[config.mk]
export PLATFORM = sky130hd
export DESIGN_NAME = swapmem_unit
export DESIGN_NICKNAME = d
export VERILOG_FILES = /design/src/rtl/swapmem_pkg.sv /design/src/rtl/swapmem_lfsr.sv /design/src/rtl/swapmem_lanes.sv /design/src/rtl/swapmem_array.sv /design/src/rtl/swapmem_unit.sv
export SDC_FILE = /design/constraint.sdc
export NUM_CORES = 2
export LEC_CHECK = 0
export BUFFER_PORTS_ARGS = -buffer_cell sky130_fd_sc_hd__buf_2
export CORE_ASPECT_RATIO = 0.6
export CORE_MARGIN = 4
export CORE_UTILIZATION = 40
export CTS_BUF_LIST = sky130_fd_sc_hd__clkbuf_4 sky130_fd_sc_hd__clkbuf_8 sky130_fd_sc_hd__clkbuf_16
export CTS_CLUSTER_DIAMETER = 150
export DETAILED_ROUTE_END_ITERATION = 8
export SLEW_MARGIN = 5
export SYNTH_ARGS = -nofsm -noshare
export SYNTH_HDL_FRONTEND = slang
export SYNTH_SLANG_ARGS = --single-unit
[constraint.sdc]
create_clock -name clk -period 10 [get_ports clk]
set_clock_uncertainty 0.15 [all_clocks]
set_input_delay 0 -clock clk [delete_from_list [all_inputs] [get_ports clk]]
set_output_delay 0 -clock clk [all_outputs]
set_load 0.05 [all_outputs]
[src/rtl/swapmem_pkg.sv]
package swapmem_pkg;

    typedef enum logic [2:0] {
        OP_LOAD  = 3'd0,
        OP_STORE = 3'd1,
        OP_XCHG  = 3'd2,
        OP_CAS   = 3'd3,
        OP_INVAL = 3'd4
    } op_e;

    typedef enum logic {
        ST_IDLE = 1'b0,
        ST_WAIT = 1'b1
    } unit_state_e;

    typedef struct packed {
        logic        err;
        logic        want;
        logic [63:0] data;
    } rsp_t;

    function automatic logic [3:0] size_bytes(input logic [1:0] sz);
        return 4'd1 << sz;
    endfunction

    function automatic logic [7:0] size_lanes(input logic [1:0] sz);
        case (sz)
            2'd0:    return 8'h01;
            2'd1:    return 8'h03;
            2'd2:    return 8'h0F;
            default: return 8'hFF;
        endcase
    endfunction

    function automatic logic [63:0] size_value_mask(input logic [1:0] sz);
        logic [7:0]  ln;
        logic [63:0] m;
        ln = size_lanes(sz);
        for (int b = 0; b < 8; b++) m[b*8 +: 8] = {8{ln[b]}};
        return m;
    endfunction

endpackage

[src/rtl/swapmem_lfsr.sv]
module swapmem_lfsr #(
    parameter logic [15:0] SEED = 16'hACE1
) (
    input  logic        clk,
    input  logic        rst,
    output logic [15:0] value
);
    logic [15:0] q;
    logic        fb;

    assign fb    = q[15] ^ q[13] ^ q[12] ^ q[10];
    assign value = q;

    always_ff @(posedge clk) begin
        if (rst) q <= SEED;
        else     q <= {q[14:0], fb};
    end
endmodule

[src/rtl/swapmem_lanes.sv]
module swapmem_lanes
    import swapmem_pkg::*;
(
    input  logic [2:0]  off,
    input  logic [1:0]  sz,
    input  logic [63:0] wdata,
    input  logic [63:0] word,
    output logic [7:0]  lanes,
    output logic [63:0] wword,
    output logic [63:0] old_val
);
    logic [5:0] sh;

    assign sh      = {off, 3'b000};
    assign lanes   = size_lanes(sz) << off;
    assign wword   = wdata << sh;
    assign old_val = (word >> sh) & size_value_mask(sz);
endmodule

[src/rtl/swapmem_array.sv]
module swapmem_array #(
    parameter int WORDS = 16,
    localparam int IW   = $clog2(WORDS)
) (
    input  logic          clk,
    input  logic          rst,
    input  logic [IW-1:0] idx,
    output logic [63:0]   rd_word,
    input  logic          we,
    input  logic [7:0]    wr_lanes,
    input  logic [63:0]   wr_word
);
    logic [63:0] mem [WORDS];

    assign rd_word = mem[idx];

    always_ff @(posedge clk) begin
        if (rst) begin
            for (int w = 0; w < WORDS; w++) mem[w] <= '0;
        end else if (we) begin
            for (int b = 0; b < 8; b++)
                if (wr_lanes[b]) mem[idx][b*8 +: 8] <= wr_word[b*8 +: 8];
        end
    end
endmodule

[src/rtl/swapmem_unit.sv]
module swapmem_unit
    import swapmem_pkg::*;
#(
    parameter int ADDR_W   = 8,
    parameter int WORDS    = 16,
    parameter int LAT_BASE = 2,
    parameter int LAT_VAR  = 3
) (
    input  logic              clk,
    input  logic              rst,
    input  logic              req_valid,
    output logic              req_ready,
    input  logic [2:0]        req_cmd,
    input  logic [1:0]        req_size,
    input  logic [ADDR_W-1:0] req_addr,
    input  logic [63:0]       req_wdata,
    input  logic [63:0]       req_cmp,
    input  logic              req_inhibit,
    input  logic              req_want_rsp,
    output logic              rsp_valid,
    input  logic              rsp_ready,
    output logic [63:0]       rsp_rdata,
    output logic              rsp_err
);
    localparam int IW        = $clog2(WORDS);
    localparam int MEM_BYTES = WORDS * 8;
    localparam int LAT_MAX   = LAT_BASE + LAT_VAR;
    localparam int CW        = $clog2(LAT_MAX + 1);

    unit_state_e   state_q;
    logic [CW-1:0] cnt_q;
    rsp_t          rsp_q;

    op_e           op;
    logic [3:0]    nb;
    logic [31:0]   end_addr;
    logic          is_mem, illegal, misal, oor, badsz, err;
    logic          accept, cas_hit, do_write;
    logic [IW-1:0] word_idx;
    logic [63:0]   rd_word, wr_word, old_val;
    logic [7:0]    wr_lanes;
    logic [15:0]   lfsr_val, extra16;
    logic [CW-1:0] lat_load;
    rsp_t          rsp_next;

    assign op       = op_e'(req_cmd);
    assign nb       = size_bytes(req_size);
    assign end_addr = 32'(req_addr) + 32'(nb);
    assign is_mem   = (req_cmd <= 3'd3);
    assign illegal  = (req_cmd > 3'd4);
    assign misal    = (req_addr[2:0] & (nb[2:0] - 3'd1)) != 3'd0;
    assign oor      = end_addr > 32'(MEM_BYTES);
    assign badsz    = (op == OP_CAS) && (req_size < 2'd2);
    assign err      = illegal | (is_mem & (misal | oor | badsz));
    assign word_idx = req_addr[IW+2:3];

    assign req_ready = (state_q == ST_IDLE);
    assign accept    = req_valid && req_ready && !req_inhibit;
    assign cas_hit   = (old_val == (req_cmp & size_value_mask(req_size)));
    assign do_write  = accept && !err &&
                       ((op == OP_STORE) || (op == OP_XCHG) || ((op == OP_CAS) && cas_hit));

    swapmem_lanes lanes_i (
        .off     (req_addr[2:0]),
        .sz      (req_size),
        .wdata   (req_wdata),
        .word    (rd_word),
        .lanes   (wr_lanes),
        .wword   (wr_word),
        .old_val (old_val)
    );

    swapmem_array #(.WORDS(WORDS)) array_i (
        .clk      (clk),
        .rst      (rst),
        .idx      (word_idx),
        .rd_word  (rd_word),
        .we       (do_write),
        .wr_lanes (wr_lanes),
        .wr_word  (wr_word)
    );

    swapmem_lfsr lfsr_i (
        .clk   (clk),
        .rst   (rst),
        .value (lfsr_val)
    );

    assign extra16  = lfsr_val % 16'(LAT_VAR + 1);
    assign lat_load = CW'(LAT_BASE) + CW'(extra16) - CW'(1);

    always_comb begin
        rsp_next.err  = err;
        rsp_next.want = (op == OP_INVAL) ? req_want_rsp : 1'b1;
        if (!err && ((op == OP_LOAD) || (op == OP_XCHG) || (op == OP_CAS)))
            rsp_next.data = old_val;
        else
            rsp_next.data = '0;
    end

    always_ff @(posedge clk) begin
        if (rst) begin
            state_q <= ST_IDLE;
            cnt_q   <= '0;
            rsp_q   <= '0;
        end else begin
            case (state_q)
                ST_IDLE: begin
                    if (accept) begin
                        state_q <= ST_WAIT;
                        cnt_q   <= lat_load;
                        rsp_q   <= rsp_next;
                    end
                end
                default: begin
                    if (cnt_q != '0)
                        cnt_q <= cnt_q - CW'(1);
                    else if (!rsp_q.want || rsp_ready)
                        state_q <= ST_IDLE;
                end
            endcase
        end
    end

    assign rsp_valid = (state_q == ST_WAIT) && (cnt_q == '0) && rsp_q.want;
    assign rsp_rdata = rsp_q.data;
    assign rsp_err   = rsp_q.err;
endmodule

# == After elaboration in Yosys (flattened, before gate mapping) ==
# Memories as Yosys holds them, arrays and structs flattened.
# Index checks and enable logic that the tools add are counted.
# word_totals
mem_count,1
latchBits,0
register_bits,86
in_bits,147
wordCells,112
ram_bits,1024
rom_bits,0
# op_classes
n_shift,4
n_div,0
n_eq_ne,8
multipliers,0
n_bitwise,11
reduce_logical,26
n_mux,47
order_cmp,4
addsub,5
# memory_table
memory,depth,width,rd,rd_clocked_by_memory_dff,wr,line,rtl
array_i.mem,16,64,1,0,16,swapmem_array.sv:13,logic [63:0] mem [WORDS];
# op_table
cell,n
64-bit AND,2
64-bit 2-to-1 mux,2
64-bit equality test,1
64-bit OR reduction,1
64-bit by 6-bit << shifter with 64-bit output,1
64-bit by 6-bit right shift with 64-bit output,1
1-bit 2-to-1 mux,39
8-bit case mux with 3 select lines,1
8-bit by 4-bit adder with 9-bit output,1
"9-bit by 8-bit greater-than comparator with 1-bit output, second input constant",1
1-bit logical AND,9
3-bit 2-to-1 mux,3
"3-bit by 1-bit subtractor with 3-bit output, second input constant",3
8-bit 2-to-1 mux,1
8-bit by 3-bit << shifter with 8-bit output,1
"3-bit by 2-bit equality test with 1-bit output, second input constant",2
3-bit logical NOT,2
3-bit nonzero test,2
1-bit logical OR,5
4-bit 2-to-1 mux,1
2-bit AND reduction,2
"1-bit by 2-bit << shifter with 4-bit output, first input constant",1
"2-bit by 2-bit adder with 3-bit output, first input constant",1
3-bit AND,1
other kinds (15),21

# == Longest topological paths before layout ==
# depth
depth_word,16
ltp_mapped,23
ltp_nobuf,14

# == Cells and area by module ==
# A second synthesis with hierarchy kept.
# hier_totals
cells_unflattened,4058
hier_area_um2,52838.2
# by_module_without_submodules
mod,cells_per_inst,seq_area_each_um2,instances,area_per_inst_um2
swapmem_array,3026,30749.5,1,44529.0
swapmem_unit,513,1401.3,1,4359.2
swapmem_lanes,483,0.0,1,3495.9
swapmem_lfsr,36,320.3,1,454.2

# == Worst setup path after synthesis ==
# No wires, ideal clock.
# synth_path
kind,input -> register
startpoint,in req_size[1]
endpoint,mem array_i.mem[12][0] (enable)
path_slack_ns,4.949
arrival_ns,4.515
setup_ns,0.387
cell_stages,17
cell_sequence,clkbuf_1 -> nor2_1 -> ha_1 -> fa_1 -> xor2_1 -> a2111oi_0 -> o31ai_1 -> a211oi_2 -> o31a_1 -> o2111a_1 -> nand4_1 -> a2111oi_2 -> nand4b_4 -> buf_6 -> buf_6 -> clkbuf_1 -> o31ai_1
# synth_lines
item,line,rtl
start: declaration,swapmem_unit.sv:14,"input logic [1:0] req_size,"
end: declaration,swapmem_array.sv:13,

==> results_dict.tcl <==
set metrics [dict create \
    status "complete, no violations" \
    slew_viol_final 0 \
    drt_iter0_markers 10307 \
    grt_pass1_wl_um 396100 \
    period_minus_slack_ns 7.878 \
    cts_buffer_depth 3 \
    r2r_slack_ns 2.46 \
    finalSetupTns_ns 0 \
    grt_max_degree 193 \
    die_x_um 518.7 \
    wl_per_cell_um 37.55 \
    wirelength_um 290400 \
    hold_depth 6 \
    power.density_nw_per_um2 161.6 \
    layout-drive-gt1-share 0.1612 \
    grt_pass1_vias 48167 \
    overflow 0 \
    cts_root_buffer "clkbuf_16" \
    use_met3 0.1879 \
    drcViolationCount 0 \
    hold_path_class "primary input to flop" \
    syn-cell-area_sq_um 62600 \
    worstRegToRegCells 12 \
    worstReg2RegEnd "array_i.mem[13][39]" \
    layout_commonest_cell "edfxtp_1" \
    vias_per_cell 7.032 \
    n_fill_cell 14292 \
    initial_core_util 0.4028 \
    most-common-layout-cells "1024 x edfxtp_1, 906 x a211oi_1, 575 x nand2_1" \
    setup_viol 0 \
    slew_headroom 0.06564 \
    crit_type "primary input to flop" \
    io_buffers 213 \
    yosys_warnings 0 \
    end_kind "flop" \
    power.total_mw 11.23 \
    antenna_found_initial 9 \
    row_count 112 \
    use_met2 0.4262 \
    ios 214 \
    dr.pass1.iters 9 \
    avgSynthCellArea_sq_um 11.11 \
    dieHeight_um 314.4 \
    track_usage 0.3412 \
    yosysSeqAreaShare 0.5187 \
    htreeDepth 3 \
    synthArstFlopShare 0 \
    ir_worst_vdd_v 0.0001477 \
    crit_path_start_kind "primary input" \
    dp_hpwl_um 209600 \
    nets 5747 \
    grt_use_met1 0.4956 \
    final_area_sq_um 69510 \
    cp-startpoint "req_addr[4]" \
    dieArea_sq_um 163100 \
    synth-seq-cells 1110 \
    postCtsSetupRepairBufs 0 \
    busiest_layer "met1" \
    placed_area_sq_um 65500 \
    finalHoldViolCount 0 \
    cts_buffers 102 \
    postRouteAntennaNets 0 \
    r2r_start "array_i.mem[6][60]" \
    fp.coreArea_sq_um 155400 \
    cap_viol_max_count 0 \
    rsz0062_at_grt "false" \
    holdCritStartpoint "req_wdata[40]" \
    synth_edf_count 1024 \
    critPathMaxFanout 94 \
    post-route-period-util 0.7878 \
    fmax_mhz 126.9 \
    path_clk_slew_ns 0.07 \
    arrival_ns 8.11 \
    clock-sinks 1110 \
    critPathRequiredTime_ns 10.23 \
    ys.flop_type "edfxtp_1" \
    dr_total_vias 54379 \
    gp_congestion 1.096 \
    cts_tree "done" \
    synth_fp_nets 5791 \
    whs_endpoint "array_i.mem[8][40]" \
    power_leakage_nw 22.76 \
    syn_to_final_growth_pct 11.04 \
    clock_latency_ns 0.78 \
    synth.distinct_cells 101 \
    syn_inst 5635 \
    tightestPinTransition_ns 1.387 \
]
## worst max-delay path: stages
cell           delay [ns]
dlygate4sd3_1        0.60
buf_6                0.31
nor2b_4              0.61
buf_4                0.58
a22oi_1              0.43
a32oi_1              0.49
o221ai_1             0.64
mux2i_1              0.68
o221a_2              0.29
o2111a_1             0.19
nand4_1              0.14
a2111oi_2            0.49
nand4b_4             0.82
buf_12               0.55
o31ai_1              1.05
## cell usage after synthesis, types with 84 or more instances
cell type	count	area, sq um
a22oi_1	206	1546
edfxtp_1	1024	30750
nand2_1	576	2162
nand3_1	143	715.7
clkbuf_1	408	1531
mux2_2	84	945.9
a211oi_1	908	6817
a31oi_1	131	819.5
nor2_1	274	1028
mux2i_1	431	4314
dfxtp_1	86	1722
a21oi_1	248	1241
buf_2	131	655.6
o21ai_0	155	775.7
## stage by stage
| stage | hold slack (ns) | std cells | setup WS [ns] | util |
|---|---|---|---|---|
| after floorplan | -0.007003 | 5635 | 4.949 | - |
| after global placement | 0.1002 | 7492 | 2.213 | 0.4214 |
| after detailed placement | 0.1072 | 7492 | 2.231 | 0.4215 |
| after CTS | 0.0007275 | 7728 | 2.758 | 0.4471 |
| after global routing | 0.04458 | 7729 | 2.303 | 0.4472 |
| final | 0.06228 | 7733 | 2.122 | 0.4473 |
## layer usage
| layer | wire [um] | share of wire |
|---|---|---|
| met5 | 334 | 0.0012 |
| met4 | 9773 | 0.034 |
| met3 | 53550 | 0.18 |
| met2 | 107300 | 0.37 |
| met1 | 119500 | 0.41 |
## sequential cells by signal (all words and copies together), names as in the netlist
name and count:
array_i.mem 1024, cnt_q 3, lfsr_i.value 16, rsp_err 1, rsp_q 1, rsp_rdata 64
state_q 1
## power breakdown
group,switching (mW),internal [mW]
combinational,1.34,0.435
sequential,0.0537,5.19
clock,1.97,2.25
total,3.36,7.88
## cells by family after synthesis
logic type,share of synthesized area
flops,0.5187
fa+ha+maj,0.001919
compound gates,0.2209
xor+xnor,0.003498
mux,0.1129
simple gates,0.08657
buf+inv,0.05551
## final cells by class
type                       count  area [sq um]  area share
clock inverter                69         809.5     0.01165
clock buffer                 121          2708     0.03895
antenna                        4         10.01   0.0001440
multi-input combinational   3817         27000      0.3884
timing repair buffer         535          3850     0.05539
inverter                      25         93.84    0.001350
tap                         2052          2567     0.03694
sequential                  1110         32470      0.4672
## repair_timing
| action | CTS | global route |
|---|---|---|
| resized for setup | 0 | 0 |
| hold buffers | 46 | 0 |
| hold endpoints to repair | 329 | 0 |
## worst max-delay path by stage
stage	end	slack [ns]	cells past startpoint
final	array_i.mem[13][39]	2.12	15
after global routing	array_i.mem[14][18]	2.30	15
after CTS	array_i.mem[15][23]	2.76	15
after detailed placement	array_i.mem[15][23]	2.23	15
after global placement	array_i.mem[8][48]	2.21	15
after floorplan	array_i.mem[12][0]	4.95	17
Note: power is estimated with default switching activity, not from simulation.
